===== src/rtl/subx_pkg.sv =====
package subx_pkg;

  typedef enum logic [1:0] {
    MD_PLAIN = 2'd0,
    MD_ALTA  = 2'd1,
    MD_IMM   = 2'd2,
    MD_ALTB  = 2'd3
  } row_mode_e;

  typedef struct packed {
    logic s;
    logic z;
    logic c;
    logic v;
  } flag4_t;

endpackage


===== src/rtl/subx_sub_path.sv =====
module subx_sub_path
  import subx_pkg::*;
#(
  parameter int DW = 16,
  parameter int IW = 4
) (
  input  logic [DW-1:0] src_val,
  input  logic [DW-1:0] opd_val,
  input  logic [IW-1:0] sel,
  input  logic [1:0]    mode,
  input  logic          carry_in,
  output logic [DW-1:0] diff,
  output flag4_t        flags,
  output logic          writes_dest
);

  localparam int PAD = DW - IW;

  function automatic logic [DW:0] wide_sub(input logic [DW-1:0] a,
                                           input logic [DW-1:0] b,
                                           input logic          borrow);
    return {1'b0, a} - {1'b0, b} - {{DW{1'b0}}, borrow};
  endfunction

  function automatic logic ovf_of(input logic [DW-1:0] a,
                                  input logic [DW-1:0] b,
                                  input logic [DW-1:0] d);
    logic [DW-1:0] t;
    t = (a ^ b) & (a ^ d);
    return t[DW-1];
  endfunction

  row_mode_e     md;
  logic [DW-1:0] subtrahend;
  logic          borrow_in;
  logic [DW:0]   full;

  always_comb begin
    md          = row_mode_e'(mode);
    subtrahend  = (md == MD_IMM) ? {{PAD{1'b0}}, sel} : opd_val;
    borrow_in   = (md == MD_ALTA) ? ~carry_in : 1'b0;
    full        = wide_sub(src_val, subtrahend, borrow_in);
    diff        = full[DW-1:0];
    flags.s     = full[DW-1];
    flags.z     = (full[DW-1:0] == '0);
    flags.c     = ~full[DW];
    flags.v     = ovf_of(src_val, subtrahend, full[DW-1:0]);
    writes_dest = (md != MD_ALTB);
  end

endmodule


===== src/rtl/subx_logic_path.sv =====
module subx_logic_path
  import subx_pkg::*;
#(
  parameter int DW = 16,
  parameter int IW = 4
) (
  input  logic [DW-1:0] src_val,
  input  logic [DW-1:0] opd_val,
  input  logic [IW-1:0] sel,
  input  logic [1:0]    mode,
  output logic [DW-1:0] masked,
  output logic          sign_o,
  output logic          zero_o,
  output logic          is_null
);

  localparam int PAD = DW - IW;

  function automatic logic [DW-1:0] mask_op(input logic [DW-1:0] a,
                                            input logic [DW-1:0] m,
                                            input logic          invert);
    return invert ? (a & ~m) : (a & m);
  endfunction

  logic [DW-1:0] mask_src;

  always_comb begin
    mask_src = mode[1] ? {{PAD{1'b0}}, sel} : opd_val;
    masked   = mask_op(src_val, mask_src, mode[0]);
    sign_o   = masked[DW-1];
    zero_o   = (masked == '0);
    is_null  = (sel == '0);
  end

endmodule


===== src/rtl/subx_out_stage.sv =====
module subx_out_stage
  import subx_pkg::*;
#(
  parameter int DW = 16
) (
  input  logic          clk,
  input  logic          rst_n,
  input  logic          live,
  input  logic [DW-1:0] res_d,
  input  logic          res_we_d,
  input  flag4_t        flag_d,
  input  flag4_t        flag_we_d,
  output logic [DW-1:0] res_q,
  output logic          res_we_q,
  output flag4_t        flag_q,
  output flag4_t        flag_we_q,
  output logic          step_q
);

  always_ff @(posedge clk or negedge rst_n) begin
    if (!rst_n) begin
      res_q     <= '0;
      res_we_q  <= 1'b0;
      flag_q    <= '0;
      flag_we_q <= '0;
      step_q    <= 1'b0;
    end else begin
      res_we_q  <= live & res_we_d;
      flag_we_q <= live ? flag_we_d : '0;
      step_q    <= live;
      if (live && res_we_d) res_q <= res_d;
      if (live && flag_we_d.s) flag_q.s <= flag_d.s;
      if (live && flag_we_d.z) flag_q.z <= flag_d.z;
      if (live && flag_we_d.c) flag_q.c <= flag_d.c;
      if (live && flag_we_d.v) flag_q.v <= flag_d.v;
    end
  end

endmodule


===== src/rtl/subx_exec.sv =====
module subx_exec
  import subx_pkg::*;
#(
  parameter int DW = 16,
  parameter int IW = 4
) (
  input  logic          clk,
  input  logic          rst_n,
  input  logic          issue,
  input  logic          row_logic,
  input  logic [1:0]    mode,
  input  logic [IW-1:0] sel,
  input  logic [DW-1:0] src_val,
  input  logic [DW-1:0] opd_val,
  input  logic          carry_in,
  output logic [DW-1:0] result,
  output logic          dest_we,
  output logic          flag_s,
  output logic          flag_z,
  output logic          flag_c,
  output logic          flag_v,
  output logic          s_we,
  output logic          z_we,
  output logic          c_we,
  output logic          v_we,
  output logic          pc_step,
  output logic          prefix_clr
);

  logic [DW-1:0] sub_diff;
  flag4_t        sub_flags;
  logic          sub_writes;
  logic [DW-1:0] log_res;
  logic          log_sign, log_zero, log_null;

  logic          op_live;
  logic [DW-1:0] res_mux;
  logic          res_we_mux;
  flag4_t        flag_mux, flag_we_mux;
  flag4_t        flag_reg, flag_we_reg;

  subx_sub_path #(.DW(DW), .IW(IW)) u_sub (
    .src_val(src_val), .opd_val(opd_val), .sel(sel), .mode(mode),
    .carry_in(carry_in), .diff(sub_diff), .flags(sub_flags),
    .writes_dest(sub_writes)
  );

  subx_logic_path #(.DW(DW), .IW(IW)) u_log (
    .src_val(src_val), .opd_val(opd_val), .sel(sel), .mode(mode),
    .masked(log_res), .sign_o(log_sign), .zero_o(log_zero),
    .is_null(log_null)
  );

  always_comb begin
    op_live = issue & ~(row_logic & log_null);
    if (row_logic) begin
      res_mux     = log_res;
      res_we_mux  = 1'b1;
      flag_mux    = '{s: log_sign, z: log_zero, c: 1'b0, v: 1'b0};
      flag_we_mux = '{s: 1'b1, z: 1'b1, c: 1'b0, v: 1'b0};
    end else begin
      res_mux     = sub_diff;
      res_we_mux  = sub_writes;
      flag_mux    = sub_flags;
      flag_we_mux = '{s: 1'b1, z: 1'b1, c: 1'b1, v: 1'b1};
    end
  end

  subx_out_stage #(.DW(DW)) u_out (
    .clk(clk), .rst_n(rst_n), .live(op_live),
    .res_d(res_mux), .res_we_d(res_we_mux),
    .flag_d(flag_mux), .flag_we_d(flag_we_mux),
    .res_q(result), .res_we_q(dest_we),
    .flag_q(flag_reg), .flag_we_q(flag_we_reg),
    .step_q(pc_step)
  );

  assign prefix_clr = pc_step;
  assign flag_s = flag_reg.s;
  assign flag_z = flag_reg.z;
  assign flag_c = flag_reg.c;
  assign flag_v = flag_reg.v;
  assign s_we   = flag_we_reg.s;
  assign z_we   = flag_we_reg.z;
  assign c_we   = flag_we_reg.c;
  assign v_we   = flag_we_reg.v;

endmodule


===== config.mk =====
export PLATFORM = sky130hd
export DESIGN_NAME = subx_exec
export DESIGN_NICKNAME = d
export VERILOG_FILES = /design/src/rtl/subx_pkg.sv /design/src/rtl/subx_sub_path.sv /design/src/rtl/subx_logic_path.sv /design/src/rtl/subx_out_stage.sv /design/src/rtl/subx_exec.sv
export SDC_FILE = /design/constraint.sdc
export NUM_CORES = 1
export LEC_CHECK = 0
export BUFFER_PORTS_ARGS = -buffer_cell sky130_fd_sc_hd__buf_2
export CELL_PAD_IN_SITES_DETAIL_PLACEMENT = 0
export CELL_PAD_IN_SITES_GLOBAL_PLACEMENT = 2
export CORE_ASPECT_RATIO = 1.25
export CORE_MARGIN = 2
export CORE_UTILIZATION = 31
export DETAILED_ROUTE_END_ITERATION = 8
export HOLD_SLACK_MARGIN = 0.15
export PLACE_DENSITY = 0.84
export RECOVER_POWER = 50
export SLEW_MARGIN = 40
export SYNTH_ARGS = -nofsm -noshare
export SYNTH_HDL_FRONTEND = slang
export SYNTH_SLANG_ARGS = --single-unit

===== constraint.sdc =====
create_clock -name clk -period 1 [get_ports clk]
set_clock_uncertainty 0.1 [all_clocks]
set_input_delay 0.1 -clock clk [delete_from_list [all_inputs] [get_ports clk]]
set_output_delay 0.1 -clock clk [all_outputs]
set_load 0.02 [all_outputs]

==> results.md <==
* Status: complete, but fails checks
* Failing checks: negative setup slack
* Register area share after synthesis at 0.2010
* Vert. Die Dim at 111.5 µm
* Post-synth EDFFs at 0
* Peak Freq at 358.5 MHz
* Peak VDD IR at 656.1 µV
* Hold depth at 3
* Final core occ at 0.5489
* Num ports at 70
* Detail-routed via count per cell at 4.780
* Power Density at 1295 mW/mm²
* Yosys warnings at 0
* Worst hold endpoint: u_out.flag_q[0]
* Clock Latency Late Sink at 0.25 ns
* Worst path required time at 1.05 ns
* Hold Fails Final Rpt at 0
* Synth area leaders: dfrtp_1 20%, ha_1 13%, inv_1 7.3%
* Mapped Cells at 365
* FFs w/ async S/R, synth at 1.000
* Minimum setup slack among reg-to-reg paths at 0.01 ns
* Rows at 39
* Fin nets at 631
* Wire length of the first global-routing pass at 15320 µm
* Final GP Congestion at 0.8358
* Top post-synthesis cells by count: 56 x inv_1, 30 x ha_1, 27 x nand2_1
* Die area at 0.01003 mm²
* H-tree depth at 1
* Place WS at -2.212 ns
* Reg2reg end: u_out.res_q[13]
* Initial antenna violation count at 0
* Fin. max-slew vios at 0
* Final worst-path cycle share at 2.789
* Multi-input logic area at 0.002396 mm²
* Layout area overhead at 73.96%
* Core ar. at 0.009076 mm²
* Largest net degree at the start of global routing at 24
* Class of the worst hold path: in2reg
* Fillers at 881
* Routed vias at 3241
* Final WS setup at -1.789 ns
* Flops & latches, synth at 23
* Sw Share at 0.3796
* Remaining Overflow, GRT at 0
* Final setup fails at 27
* Hold_sp: issue
* Worst EP arrival at 2.84 ns
* Setup CP Type: in2reg
* DPL Wire Length at 7633 µm
* CP Capture Type: flip-flop
* Synthesized cell area at 0.002864 mm²
* Clock Pin Slew Worst Setup and Hold Paths at 0.05 ns
* Comb pwr share at 0.677
* Cell taking the most area after synthesis: dfrtp_1
* Yosys cell types at 59
* Sequential share of power at 0.192
* Num CTS Buffers at 3
* Clock period minus worst slack at 2.789 ns
* Die Span X at 89.97 µm
* Net Sw Power at 0.002450 W
* Top_reg_cell synth: dfrtp_1
* Initial Util at 0.3156
* Starting DRT DRC Count at 96
* Maximum clock path buffer count at 2
* Most common cell in the netlist: inv_1
* All-layer global routing usage at 0.1844
* Normalized max-slew margin at 0.6458
* Clock Sinks at 23
* DRC Markers at 0
* Syn Area/Cell at 7.847 µm²
* Worst-case reg-to-reg path depth at 2
* P_int at 0.004004 W
* Max Cap Viol at 0
* Share of the synthesized area in the top cell type at 0.2010
* Leakage at 2.437 nW
* Root Driver: clkbuf_16
* Clock power share at 0.131
* Detailed Route WL at 9655 µm
* CP Max Fanout at 4
* Ant. Diodes at 0
* Share of cells above drive strength 1 at 0.5225
* TritonCTS clock tree: yes
* Wire length per cell at 14.24 µm
* Remaining antenna violation count at 0
* RSZ-0062 raised after global routing: yes
* Syn nets at 440
* First-pass iteration count of the detailed router at 4
* Worst-Margin Slew at 0.5313 ns
* PortBufs at 69
* FF-to-FF Start: u_out.res_q[13]
* Vias in the first global route at 3267
* Critical Path Start Type: primary input
* Register area at 576.8 µm²
-- layout make-up --
class | instances | area share
Timing Repair Buffer | 204 | 0.3117
Clock buffer | 4 | 0.01582
Tap cell | 123 | 0.03089
Sequential cell | 23 | 0.1158
Inverter | 58 | 0.04495
Multi-Input combinational cell | 266 | 0.4809
-- through the flow --
| stage | total power [W] | setup TNS, ns | hold slack (ns) | area [µm²] | cells |
|---|---|---|---|---|---|
| finish | 0.006453 | -30.50 | 0.1382 | 4982 | 678 |
| global route | 0.006873 | -32.42 | 0.1591 | 4982 | 678 |
| CTS | 0.005935 | -30.03 | 0.1571 | 4647 | 661 |
| detailed placement | 0.004620 | -39.30 | -0.01167 | 4205 | 642 |
| global placement | 0.004564 | -38.37 | -0.01384 | 4205 | 642 |
| floorplan | 0.003236 | -33.72 | -0.2956 | 3087 | 365 |
-- flip-flops by register name, summed over array words and instances, names as in the netlist --
register and flops:
u_out.res_we_q 1, u_out.res_q 16, u_out.flag_we_q 2, u_out.flag_q 4
-- cell families after synthesis --
kind of cell / Yosys count / synth area share
flip-flops: 23 / 0.2010
buffers and inverters: 76 / 0.1097
XOR/XNOR: 26 / 0.07951
AO/OA/AOI/OAI: 82 / 0.2075
adder cells (fa/ha/maj): 32 / 0.1450
multiplexers: 13 / 0.04850
AND/OR/NAND/NOR: 113 / 0.2088
-- worst max-delay path, stage by stage --
cell      delay [ns]
buf_6           0.09
nand2b_4        0.17
mux2_4          0.31
fa_2            0.36
fa_2            0.38
a21bo_2         0.24
a211o_1         0.30
buf_4           0.15
nand4_1         0.08
o211a_1         0.19
o21a_1          0.14
nand4_1         0.11
o41ai_2         0.20
-- how the worst max path moves through the flow --
stage | startpoint | endpoint | cells past startpoint
after global placement | mode[1] | u_out.flag_q[2] | 14
after floorplan | mode[0] | u_out.flag_q[2] | 13
final | mode[0] | u_out.flag_q[2] | 13
after CTS | mode[0] | u_out.flag_q[2] | 14
after detailed placement | mode[1] | u_out.flag_q[2] | 14
after global routing | mode[0] | u_out.flag_q[2] | 14
-- cell usage in the layout, fill, tap and decap left out, drive strengths merged, types with 2 or more instances in the layout --
cell type  count
a2111oi        2
a211oi         2
a21o           3
a21oi         17
a221oi         3
a2bb2oi        3
a31oi          7
and2          12
and3           4
buf          201
clkbuf         5
dfrtp         23
fa             2
ha            30
inv           57
mux2           7
mux2i          6
nand2         27
nand2b         7
nand3          3
nand4          6
nor2          19
nor2b         10
nor3          15
o2111ai        2
o211ai         2
o21a           4
o21ai         23
o22ai          3
o311ai         2
o31ai          2
or3            3
xnor2         20
xor2           6
-- per-layer routing --
layer / vias to the layer above / GRT usage / wire, µm
met2: 77 / 0.3788 / 5451
met3: 11 / 0.01488 / 341
met1: 1532 / 0.2055 / 3737
met5: - / 0 / 0
li1: 1621 / - / -
met4: 0 / 0.03385 / 125
-- power groups by stage --
stage / registers (W) / logic (W) / clock network, W
detailed placement: 0.00122 / 0.00340 / 0
floorplan: 0.00145 / 0.00179 / 0
CTS: 0.00121 / 0.00387 / 0.000856
global placement: 0.00121 / 0.00335 / 0
global route: 0.00126 / 0.00471 / 0.000899
finish: 0.00124 / 0.00437 / 0.000843
-- what timing repair did --
action / 4_1_cts / 5_1_grt
cloned: 0 / 0
resized for setup: 62 / 54
setup buffers: 15 / 20
hold buffers: 1 / 0
endpoints found under the setup margin: 33 / 45
pin swaps: 18 / 14
hold endpoints to repair: 23 / 0
Note: power is estimated with default switching activity, not from simulation.
